## src/rtl/gpio_atom_pkg.sv

```systemverilog
package gpio_atom_pkg;
  localparam int NGRP = 8;

  typedef enum logic [2:0] {
    G_ANA = 3'd0,
    G_DIR = 3'd1,
    G_PIN = 3'd2,
    G_LAT = 3'd3,
    G_ODC = 3'd4,
    G_PUP = 3'd5,
    G_PDN = 3'd6,
    G_CNC = 3'd7
  } grp_e;

  typedef enum logic [1:0] {
    V_RAW = 2'd0,
    V_CLR = 2'd1,
    V_SET = 2'd2,
    V_INV = 2'd3
  } view_e;
endpackage

```

## src/rtl/gpio_atom_sync.sv

```systemverilog
module gpio_atom_sync #(
  parameter int W = 16
) (
  input  logic         clk,
  input  logic         rst_n,
  input  logic [W-1:0] d,
  output logic [W-1:0] q
);
  logic [W-1:0] meta;

  always_ff @(posedge clk or negedge rst_n) begin
    if (!rst_n) begin
      meta <= '0;
      q    <= '0;
    end else begin
      meta <= d;
      q    <= meta;
    end
  end
endmodule

```

## src/rtl/gpio_atom_decode.sv

```systemverilog
module gpio_atom_decode
  import gpio_atom_pkg::*;
#(
  parameter int ADDR_W = 8
) (
  input  logic              bus_sel,
  input  logic              bus_wr,
  input  logic [ADDR_W-3:0] waddr,
  output logic [NGRP-1:0]   wr_hit,
  output grp_e              grp,
  output view_e             view,
  output logic              in_map
);
  always_comb begin
    view   = view_e'(waddr[1:0]);
    grp    = grp_e'(waddr[4:2]);
    in_map = (waddr[ADDR_W-3:5] == '0);
    wr_hit = '0;
    if (bus_sel && bus_wr && in_map)
      wr_hit[grp] = 1'b1;
  end
endmodule

```

## src/rtl/gpio_atom_reg.sv

```systemverilog
module gpio_atom_reg
  import gpio_atom_pkg::*;
#(
  parameter int           W   = 16,
  parameter logic [W-1:0] RST = '0
) (
  input  logic         clk,
  input  logic         rst_n,
  input  logic         we,
  input  view_e        view,
  input  logic [W-1:0] d,
  output logic [W-1:0] q
);
  logic [W-1:0] nxt;

  always_comb begin
    unique case (view)
      V_RAW:   nxt = d;
      V_CLR:   nxt = q & ~d;
      V_SET:   nxt = q | d;
      default: nxt = q ^ d;
    endcase
  end

  always_ff @(posedge clk or negedge rst_n) begin
    if (!rst_n)  q <= RST;
    else if (we) q <= nxt;
  end
endmodule

```

## src/rtl/gpio_atom_port.sv

```systemverilog
module gpio_atom_port
  import gpio_atom_pkg::*;
#(
  parameter int NPINS  = 16,
  parameter int ADDR_W = 8,
  parameter int DATA_W = 32
) (
  input  logic              clk,
  input  logic              rst_n,
  input  logic              bus_sel,
  input  logic              bus_wr,
  input  logic [ADDR_W-1:0] bus_addr,
  input  logic [DATA_W-1:0] bus_wdata,
  output logic [DATA_W-1:0] bus_rdata,
  input  logic [NPINS-1:0]  pad_in,
  output logic [NPINS-1:0]  pad_oe,
  output logic [NPINS-1:0]  pad_out,
  output logic [NPINS-1:0]  pad_od,
  output logic [NPINS-1:0]  pad_pu,
  output logic [NPINS-1:0]  pad_pd,
  output logic [NPINS-1:0]  pad_ana
);
  logic [NGRP-1:0]  wr_hit;
  grp_e             grp;
  view_e            view;
  logic             in_map;
  logic [NPINS-1:0] grp_q [NGRP];
  logic [NPINS-1:0] pin_sync;
  logic [NPINS-1:0] lat_q;
  logic [NPINS-1:0] pup_q;
  logic             unused_hi;

  assign unused_hi = ^{bus_wdata[DATA_W-1:NPINS], bus_addr[1:0]};

  gpio_atom_decode #(.ADDR_W(ADDR_W)) u_dec (
    .bus_sel (bus_sel),
    .bus_wr  (bus_wr),
    .waddr   (bus_addr[ADDR_W-1:2]),
    .wr_hit  (wr_hit),
    .grp     (grp),
    .view    (view),
    .in_map  (in_map)
  );

  gpio_atom_sync #(.W(NPINS)) u_sync (
    .clk   (clk),
    .rst_n (rst_n),
    .d     (pad_in),
    .q     (pin_sync)
  );

  for (genvar g = 0; g < NGRP; g++) begin : g_grp
    if (g == int'(G_PIN)) begin : g_pin
      assign grp_q[g] = pin_sync & ~grp_q[int'(G_ANA)];
    end else begin : g_store
      localparam logic [NPINS-1:0] RV =
        (g == int'(G_ANA) || g == int'(G_DIR)) ? {NPINS{1'b1}} : {NPINS{1'b0}};
      logic we;
      if (g == int'(G_LAT)) begin : g_lat_we
        assign we = wr_hit[g] | wr_hit[int'(G_PIN)];
      end else begin : g_we
        assign we = wr_hit[g];
      end
      gpio_atom_reg #(.W(NPINS), .RST(RV)) u_reg (
        .clk   (clk),
        .rst_n (rst_n),
        .we    (we),
        .view  (view),
        .d     (bus_wdata[NPINS-1:0]),
        .q     (grp_q[g])
      );
    end
  end

  always_ff @(posedge clk or negedge rst_n) begin
    if (!rst_n)
      bus_rdata <= '0;
    else if (bus_sel && !bus_wr)
      bus_rdata <= in_map ? DATA_W'(grp_q[grp]) : '0;
  end

  assign lat_q   = grp_q[int'(G_LAT)];
  assign pup_q   = grp_q[int'(G_PUP)];
  assign pad_ana = grp_q[int'(G_ANA)];
  assign pad_od  = grp_q[int'(G_ODC)];
  assign pad_pu  = pup_q;
  assign pad_pd  = grp_q[int'(G_PDN)];
  assign pad_oe  = ~pad_ana & ~grp_q[int'(G_DIR)] & ~(pad_od & lat_q);
  assign pad_out = lat_q & ~pad_od;
endmodule

```

## config.mk

```make
export PLATFORM = sky130hd
export DESIGN_NAME = gpio_atom_port
export DESIGN_NICKNAME = d
export VERILOG_FILES = /design/src/rtl/gpio_atom_pkg.sv /design/src/rtl/gpio_atom_sync.sv /design/src/rtl/gpio_atom_decode.sv /design/src/rtl/gpio_atom_reg.sv /design/src/rtl/gpio_atom_port.sv
export SDC_FILE = /design/constraint.sdc
export NUM_CORES = 1
export LEC_CHECK = 0
export BUFFER_PORTS_ARGS = -buffer_cell sky130_fd_sc_hd__buf_2
export CAP_MARGIN = 20
export CORE_ASPECT_RATIO = 2
export CORE_MARGIN = 2
export CORE_UTILIZATION = 50
export DETAILED_ROUTE_END_ITERATION = 16
export PLACE_DENSITY = 0.74
export REMOVE_ABC_BUFFERS = 1
export SETUP_SLACK_MARGIN = 0.1
export SLEW_MARGIN = 30
export SYNTH_ARGS = -nofsm -noshare
export SYNTH_HDL_FRONTEND = slang
export SYNTH_HIERARCHICAL = 1
export SYNTH_SLANG_ARGS = --single-unit
```

## constraint.sdc

```tcl
create_clock -name clk -period 3.01 [get_ports clk]
set_input_delay 0.1505 -clock clk [delete_from_list [all_inputs] [get_ports clk]]
set_output_delay 0.1505 -clock clk [all_outputs]
set_load 0.05 [all_outputs]
```

==> qor.csv, run 1 <==
metric,value,unit
outcome,finished clean,
area_growth_syn_to_layout,10.31,%
finalWirelength,39760,microns
numCtsBuffers,17,
tns,0,ns
ys_ff_latch,160,
dr.first_iter.drc_count,940,
antenna_cells,0,
antenna_found_initial,0,
leakage,8.087,nW
synth.top_cells.by_area,"dfrtp_1 22%, ha_1 19%, mux2_4 6.5%, inv_1 5.8%, dfstp_2 5.8%",
async_reset_ff_frac,1.000,
peakVddDrop,0.0004548,V
via_per_inst,5.811,
start_util,0.5074,
synth.top_cell.area_share,0.2197,
synth_top_flop_cell,dfrtp_1,
synthesis.yosys.warnings,6,
clk_latency,0.45,ns
buffers_inserted_by_post_cts_timing_repair,0,
finalSetupViolCount,0,
std_cell_rows,88,
design.portCount,188,
ys_top_cells_by_count,"226 x inv_1, 224 x ha_1, 155 x nand2_1",
detailed_place_hpwl,27090,microns
final_max_slew_viol_count,0,
gr-total-overflow,0,
root_buffer,clkbuf_16,
gr-max-usage-layer,met2,
groute.layer.met1.usage,0.2954,
power,10.24,mW
crit_arrival,1.81,ns
global_route_wire_length_before_repair,62870,microns
crit_type,reg -> out,
route.detailed.drc,0,
synthesis.area,14580,sq um
slew_at_the_pin_with_the_worst_max_slew_slack,0.7667,ns
setup.reg_to_reg.worst_slack,1.40,ns
unrepaired_setup_endpoints_after_global_routing,no,
fin_skew,0.006613,ns
ctsHtreeMaxLevel,4,
top_count_cell_post_synth,inv_1,
gr-usage-all-layers,0.2604,
final_period_minus_worst_setup_slack,1.956,ns
synth_area_leader_cell,dfrtp_1,
timing.max_cap.violations,0,
grt_pass1_vias,11570,
end_kind,primary output,
crit_required,2.86,ns
dr.pass1.iters,6,
tritoncts_num_sinks,160,
synth_cell_types,34,
die_area,30630,sq um
clkSlewWorstSetupHoldPaths,0.07,ns
synthesis.instances,1466,
fin_nets,1882,
postRouteAntennaNets,0,
synth.avg_cell_area,9.946,sq um
edff_count_synth,0,
post_drt_wl_per_cell,20.17,microns
port_buffers,153,
core,28740,sq um
gr_util_met2,0.4701,
timing.hold.worst.class,in -> reg,
setup.worst_path.start_class,flip-flop,
max_freq,0.5114,GHz
die_width,124.8,microns
min_period_over_period,0.6497,
grt_max_degree,103,
final-hold-violation-count,0,
clock_tree_from_tritoncts,yes,
max-slew-margin-rel,0.4889,
pwr_density_cell,636.6,nW/um^2
clk_path_buf_depth,2,
critical_path.max_fanout,6,
ys_seq_area_frac,0.2773,
die_h,245.5,microns
gp_congestion,0.8118,
groute.layer.met3.usage,0.04482,
final_layout_size_suffix_gt1_frac,0.3017,
routed-via-count,11450,
registers in the layout (all words and copies together), names as in the netlist:
name                   flops
u_sync/meta               16
bus_rdata                 16
g_grp.g_store.u_reg/q    112
u_sync/q                  16
metrics by stage:
stage / area [sq um] / hold slack [ns] / worst slack, ns / utilization / instances
global placement: 15290 / 0.2172 / 1.025 / 0.5320 / 1922
floorplan: 13690 / -0.1451 / 0.8119 / - / 1374
global route: 16090 / 0.2112 / 1.026 / 0.5597 / 1971
CTS: 16090 / 0.1904 / 1.101 / 0.5597 / 1971
detailed placement: 15290 / 0.2206 / 1.030 / 0.5320 / 1922
finish: 16090 / 0.2116 / 1.054 / 0.5597 / 1971
final cells by class:
| type | count | area (sq um) |
|---|---|---|
| fill | 2500 | 12650 |
| multi-input combinational | 988 | 8826 |
| sequential | 160 | 4044 |
| timing repair buffer | 205 | 1290 |
| inverter | 226 | 848.3 |
| tap | 360 | 450.4 |
| clock buffer | 18 | 439.2 |
| clock inverter | 14 | 187.7 |
routing by layer:
layer,vias up,part of all wire
met4,0,0.046
met1,5739,0.37
met5,-,0
met2,383,0.52
met3,95,0.057
li1,5236,-
cells in the final DEF, fill, tap and decap left out, types with 21 or more instances in the layout:
master | synthesis | routed
a21oi_1 | 84 | 84
a21oi_2 | 28 | 28
buf_2 | 22 | 151
buf_4 | 23 | 29
dfrtp_1 | 128 | 128
dfstp_2 | 32 | 32
ha_1 | 224 | 224
inv_1 | 226 | 226
mux2_2 | 49 | 49
mux2_4 | 63 | 63
mux2i_1 | 22 | 22
nand2_1 | 155 | 155
nand3_1 | 22 | 22
nor2_1 | 119 | 114
nor2b_1 | 21 | 21
o221ai_1 | 56 | 56
o221ai_2 | 56 | 56
worst max-delay path: stages, from the launching register on:
cell and delay (ns):
dfrtp_1 0.47, a211oi_1 0.51, buf_2 0.36
cell families (layout without fill, tap and decap cells):
logic type / Yosys count / in the layout / synth area share
and+or+nand+nor: 337 / 337 / 0.1021
buffers and inverters: 333 / 463 / 0.1234
AOI/OAI and AO/OA: 256 / 256 / 0.1542
adders and majority gates: 224 / 224 / 0.1922
DFF: 160 / 160 / 0.2773
muxes: 155 / 155 / 0.1505
other: 1 / 16 / 0.0002572
power by group:
| part | internal [mW] | leakage [nW] | switching, mW |
|---|---|---|---|
| Combinational | 1.63 | 5.94 | 2.85 |
| Clock | 1.41 | 0.310 | 0.996 |
| Sequential | 2.71 | 1.83 | 0.648 |
| Total | 5.75 | 8.09 | 4.49 |
path summary, 6_finish.rpt:
check | start | endpoint | depth (start not counted)
min | bus_addr[6] | g_grp[1].g_store.u_reg/q[15] | 3
max in group asynchronous | rst_n | g_grp[1].g_store.u_reg/q[2] | 3
min reg2reg | u_sync/meta[13] | u_sync/q[13] | 0
min in group asynchronous | rst_n | u_sync/meta[13] | 2
max reg2reg | g_grp[0].g_store.u_reg/q[11] | bus_rdata[11] | 3
max | g_grp[4].g_store.u_reg/q[7] | pad_oe[7] | 2
timing repair:
item / 4_1_cts / 5_1_grt
hold endpoints to repair: 69 / 0
hold buffers: 17 / 0
resized for setup: 0 / 0
No activity file was read; power rests on OpenSTA's default activity.
==> inputs of run 2 (changes only) <==
Settings changed: ABC_AREA set to 1, PLACE_DENSITY 0.74 to 0.73.
Clock period 3.01 ns to 1.8 ns, I/O delays scaled along.
==> run 2 against run 1 <==
Global-route usage grew 1.3 points. Synthesized cell count grew 57%. Via count up 30%. Largest cell class unchanged. Highest routed layer unchanged.
==> qor.csv, run 2 <==
metric,value,unit,change
synth_xor_area_frac,0,,unchanged
outcome,finished clean,,
ys_seq_area_frac,0.2656,,-0.01169
gp_congestion,0.8852,,+9.0%
clkSlewWorstSetupHoldPaths,0.07,ns,about the same
synth_fa_ha_area_frac,0.1841,,-0.008104
min_period_over_period,0.8866,,
synth_compound_area_frac,0.04208,,-0.1121
synth.top_cells.by_area,"dfrtp_1 21%, ha_1 18%, nand2_1 17%, inv_1 9.3%, nand3_1 8.7%",,
dpl_worst_slack,0.2362,ns,-0.7939 ns
worstPathCellList,inv_1 > nand3_1 > inv_1 > buf_2,,
combinational_family_with_the_most_area_after_synthesis,simple AND/OR/NAND/NOR gates,,
final_layout_size_suffix_gt1_frac,0.1165,,-0.1852
groute.layer.met3.usage,0.03639,,-0.008431
slew_at_the_pin_with_the_worst_max_slew_slack,0.5882,ns,-0.1785 ns
fin_hold_ws,0.04031,ns,-0.1713 ns
synthesis.instances,2300,,+57%
peakVddDrop,0.0007917,V,+74%
ctsHtreeMaxLevel,4,,unchanged
area_used_by_multi_input_combinational_logic,8959,sq um,+1.5%
gr_util_met2,0.4934,,+0.02325
crit_type,reg -> out,,
antenna_found_initial,1,,+1
timing.max_cap.violations,0,,unchanged
final_period_minus_worst_setup_slack,1.596,ns,
grt_pass1_vias,14430,,+25%
tns,0,ns,unchanged
synth_top_flop_cell,dfrtp_1,,
clk_latency,0.46,ns,about the same
groute.layer.met1.usage,0.3065,,+0.01112
route.detailed.drc,0,,unchanged
post_drt_wl_per_cell,15.47,microns,-23%
worst_path_dominant_cell_family,flip-flops,,
synth_area_leader_cell,dfrtp_1,,
gr-total-overflow,0,,unchanged
final_max_slew_viol_count,0,,unchanged
fin_skew,0.009885,ns,+0.003272 ns
max_freq,0.6266,GHz,
routed-via-count,14880,,+30%
finalWirelength,43430,microns,+9.2%
timing.critical_path.buf_inv,3,,+2
ys_ff_latch,160,,unchanged
via_per_inst,5.301,,-8.8%
crit_arrival,1.51,ns,-0.30 ns
postRouteAntennaNets,0,,unchanged
cpPeakStageDelay,0.58,ns,+0.07 ns
ys_top_cells_by_count,"706 x nand2_1, 379 x inv_1, 264 x nand3_1",,
core,30070,sq um,+4.6%
numCtsBuffers,17,,unchanged
port_buffers,153,,unchanged
most-common-layout-cells,"706 x nand2_1, 379 x inv_1, 264 x nand3_1, 249 x nor2_1, 224 x ha_1",,
setup.worst_path.start_class,flip-flop,,
end_kind,primary output,,
dr.pass1.iters,5,,-1
synthesis.area,15220,sq um,+4.4%
edff_count_synth,0,,unchanged
synth.avg_cell_area,6.619,sq um,-33%
top_count_cell_post_synth,nand2_1,,
gr-usage-all-layers,0.2738,,+0.01334
root_buffer,clkbuf_16,,
design.portCount,188,,unchanged
finalWorstSetupSlack,0.2041,ns,-0.8503 ns
fin_nets,2709,,+44%
std_cell_rows,90,,+2.3%
die_area,31940,sq um,+4.3%
largest_register,g_grp.g_store.u_reg/q,,
unrepaired_setup_endpoints_after_global_routing,no,,
mostFrequentLayoutCell,nand2_1,,
die_h,250.8,microns,+2.1%
pwr_density_cell,852.4,nW/um^2,+34%
fill_cell_instance_count_of_the_final_layout,2849,,+14%
max-slew-margin-rel,0.6079,,+0.1190
async_reset_ff_frac,1.000,,unchanged
largest_register_ffs,112,,unchanged
postLayoutCoreUtil,0.5610,,+0.001272
detailed_place_hpwl,31270,microns,+15%
synth_simple_gate_area_share,0.3583,,+0.2562
critPathMostFrequentCell,inv_1,,
clock_tree_from_tritoncts,yes,,
synth_cell_types,26,,-24%
synth.top_cell.area_share,0.2104,,-0.009262
gr-max-usage-layer,met2,,
area_growth_syn_to_layout,10.80,%,
dr.first_iter.drc_count,1064,,+13%
timing.hold.worst.class,in -> reg,,
synthesis.yosys.warnings,6,,unchanged
grt_max_degree,54,,-48%
critical_path.slowest_cell,dfstp_2,,
crit_required,1.71,ns,-1.15 ns
global_route_wire_length_before_repair,70260,microns,+12%
synth.area.mux_share,0,,-0.1505
die_width,127.4,microns,+2.1%
setup.reg_to_reg.worst_slack,0.52,ns,-0.88 ns
tritoncts_num_sinks,160,,unchanged
start_util,0.5063,,-0.001076
final-seq-area,4044,sq um,unchanged
clk_path_buf_depth,2,,unchanged
critical_path.max_fanout,5,,-1
finalSetupViolCount,0,,unchanged
final-hold-violation-count,0,,unchanged
leakage,9.710,nW,+20%
[run 2: cell types whose count changed after synthesis, moves of 34 or more]
| cell | change |
|---|---|
| a21oi_1 | -68 |
| buf_6 | -34 |
| inv_1 | +153 |
| mux2_2 | -49 |
| mux2_4 | -63 |
| nand2_1 | +551 |
| nand3_1 | +242 |
| nand3b_1 | +42 |
| nor2_1 | +130 |
| o21ai_0 | +112 |
| o221ai_1 | -56 |
| o221ai_2 | -56 |
[run 2: tightest hold or removal path, delay by kind of cell]
kind | cells | cell delay, ns
AND/OR/NAND/NOR | 3 | 0.21
buffers and inverters | 1 | 0.17
[run 2: cell families after synthesis]
logic type	count (synthesis)
compound gates	128
fa+ha+maj	224
buf+inv	504
flops	160
other cells	1
simple gates	1283
[run 2: final timing paths]
check	startpoint	end	cells after the start
max	g_grp[0].g_store.u_reg/q[4]	pad_oe[4]	4
min	bus_addr[6]	bus_rdata[6]	4
max reg2reg	g_grp[4].g_store.u_reg/q[5]	g_grp[4].g_store.u_reg/q[5]	6
min reg2reg	u_sync/meta[15]	u_sync/q[15]	0
max in group asynchronous	rst_n	g_grp[0].g_store.u_reg/q[9]	3
min in group asynchronous	rst_n	g_grp[5].g_store.u_reg/q[14]	2
[run 2: timing repair]
| action | 4_1_cts | 5_1_grt |
|---|---|---|
| hold buffers | 17 | 0 |
| gates resized for setup | 0 | 0 |
| hold endpoints to repair | 64 | 0 |
| setup buffers | 0 | 0 |
[run 2: area by class of cell]
class | count | share of cell area
repair buffers | 207 | 0.08249
clock inverters | 11 | 0.004822
diodes | 1 | 0.0001484
well taps | 368 | 0.02730
flip-flops and latches | 160 | 0.2397
clock buffers | 21 | 0.02789
inverters | 388 | 0.08649
multi-input cells | 1651 | 0.5311
[run 2: report_power, final]
part / switching, mW / internal (mW) / total, mW / leakage, nW
clock: 1.68 / 1.88 / 3.56 / 0.266
sequential: 0.857 / 4.23 / 5.09 / 1.97
combinational: 4.10 / 1.62 / 5.73 / 7.48
total: 6.64 / 7.74 / 14.4 / 9.71
[run 2: layer usage]
metal,part of all wire,up-vias
li1,-,7225
met1,0.38,7029
met2,0.52,495
met3,0.048,130
met4,0.049,0
met5,0,-
[run 2: metrics by stage]
step / power, mW / instances / instance area, sq um
final: 14.38 / 2807 / 16870
after global routing: 15.29 / 2807 / 16870
after CTS: 14.44 / 2806 / 16860
after detailed placement: 10.83 / 2757 / 16140
after global placement: 10.57 / 2757 / 16140
after floorplan: 8.966 / 2199 / 14460
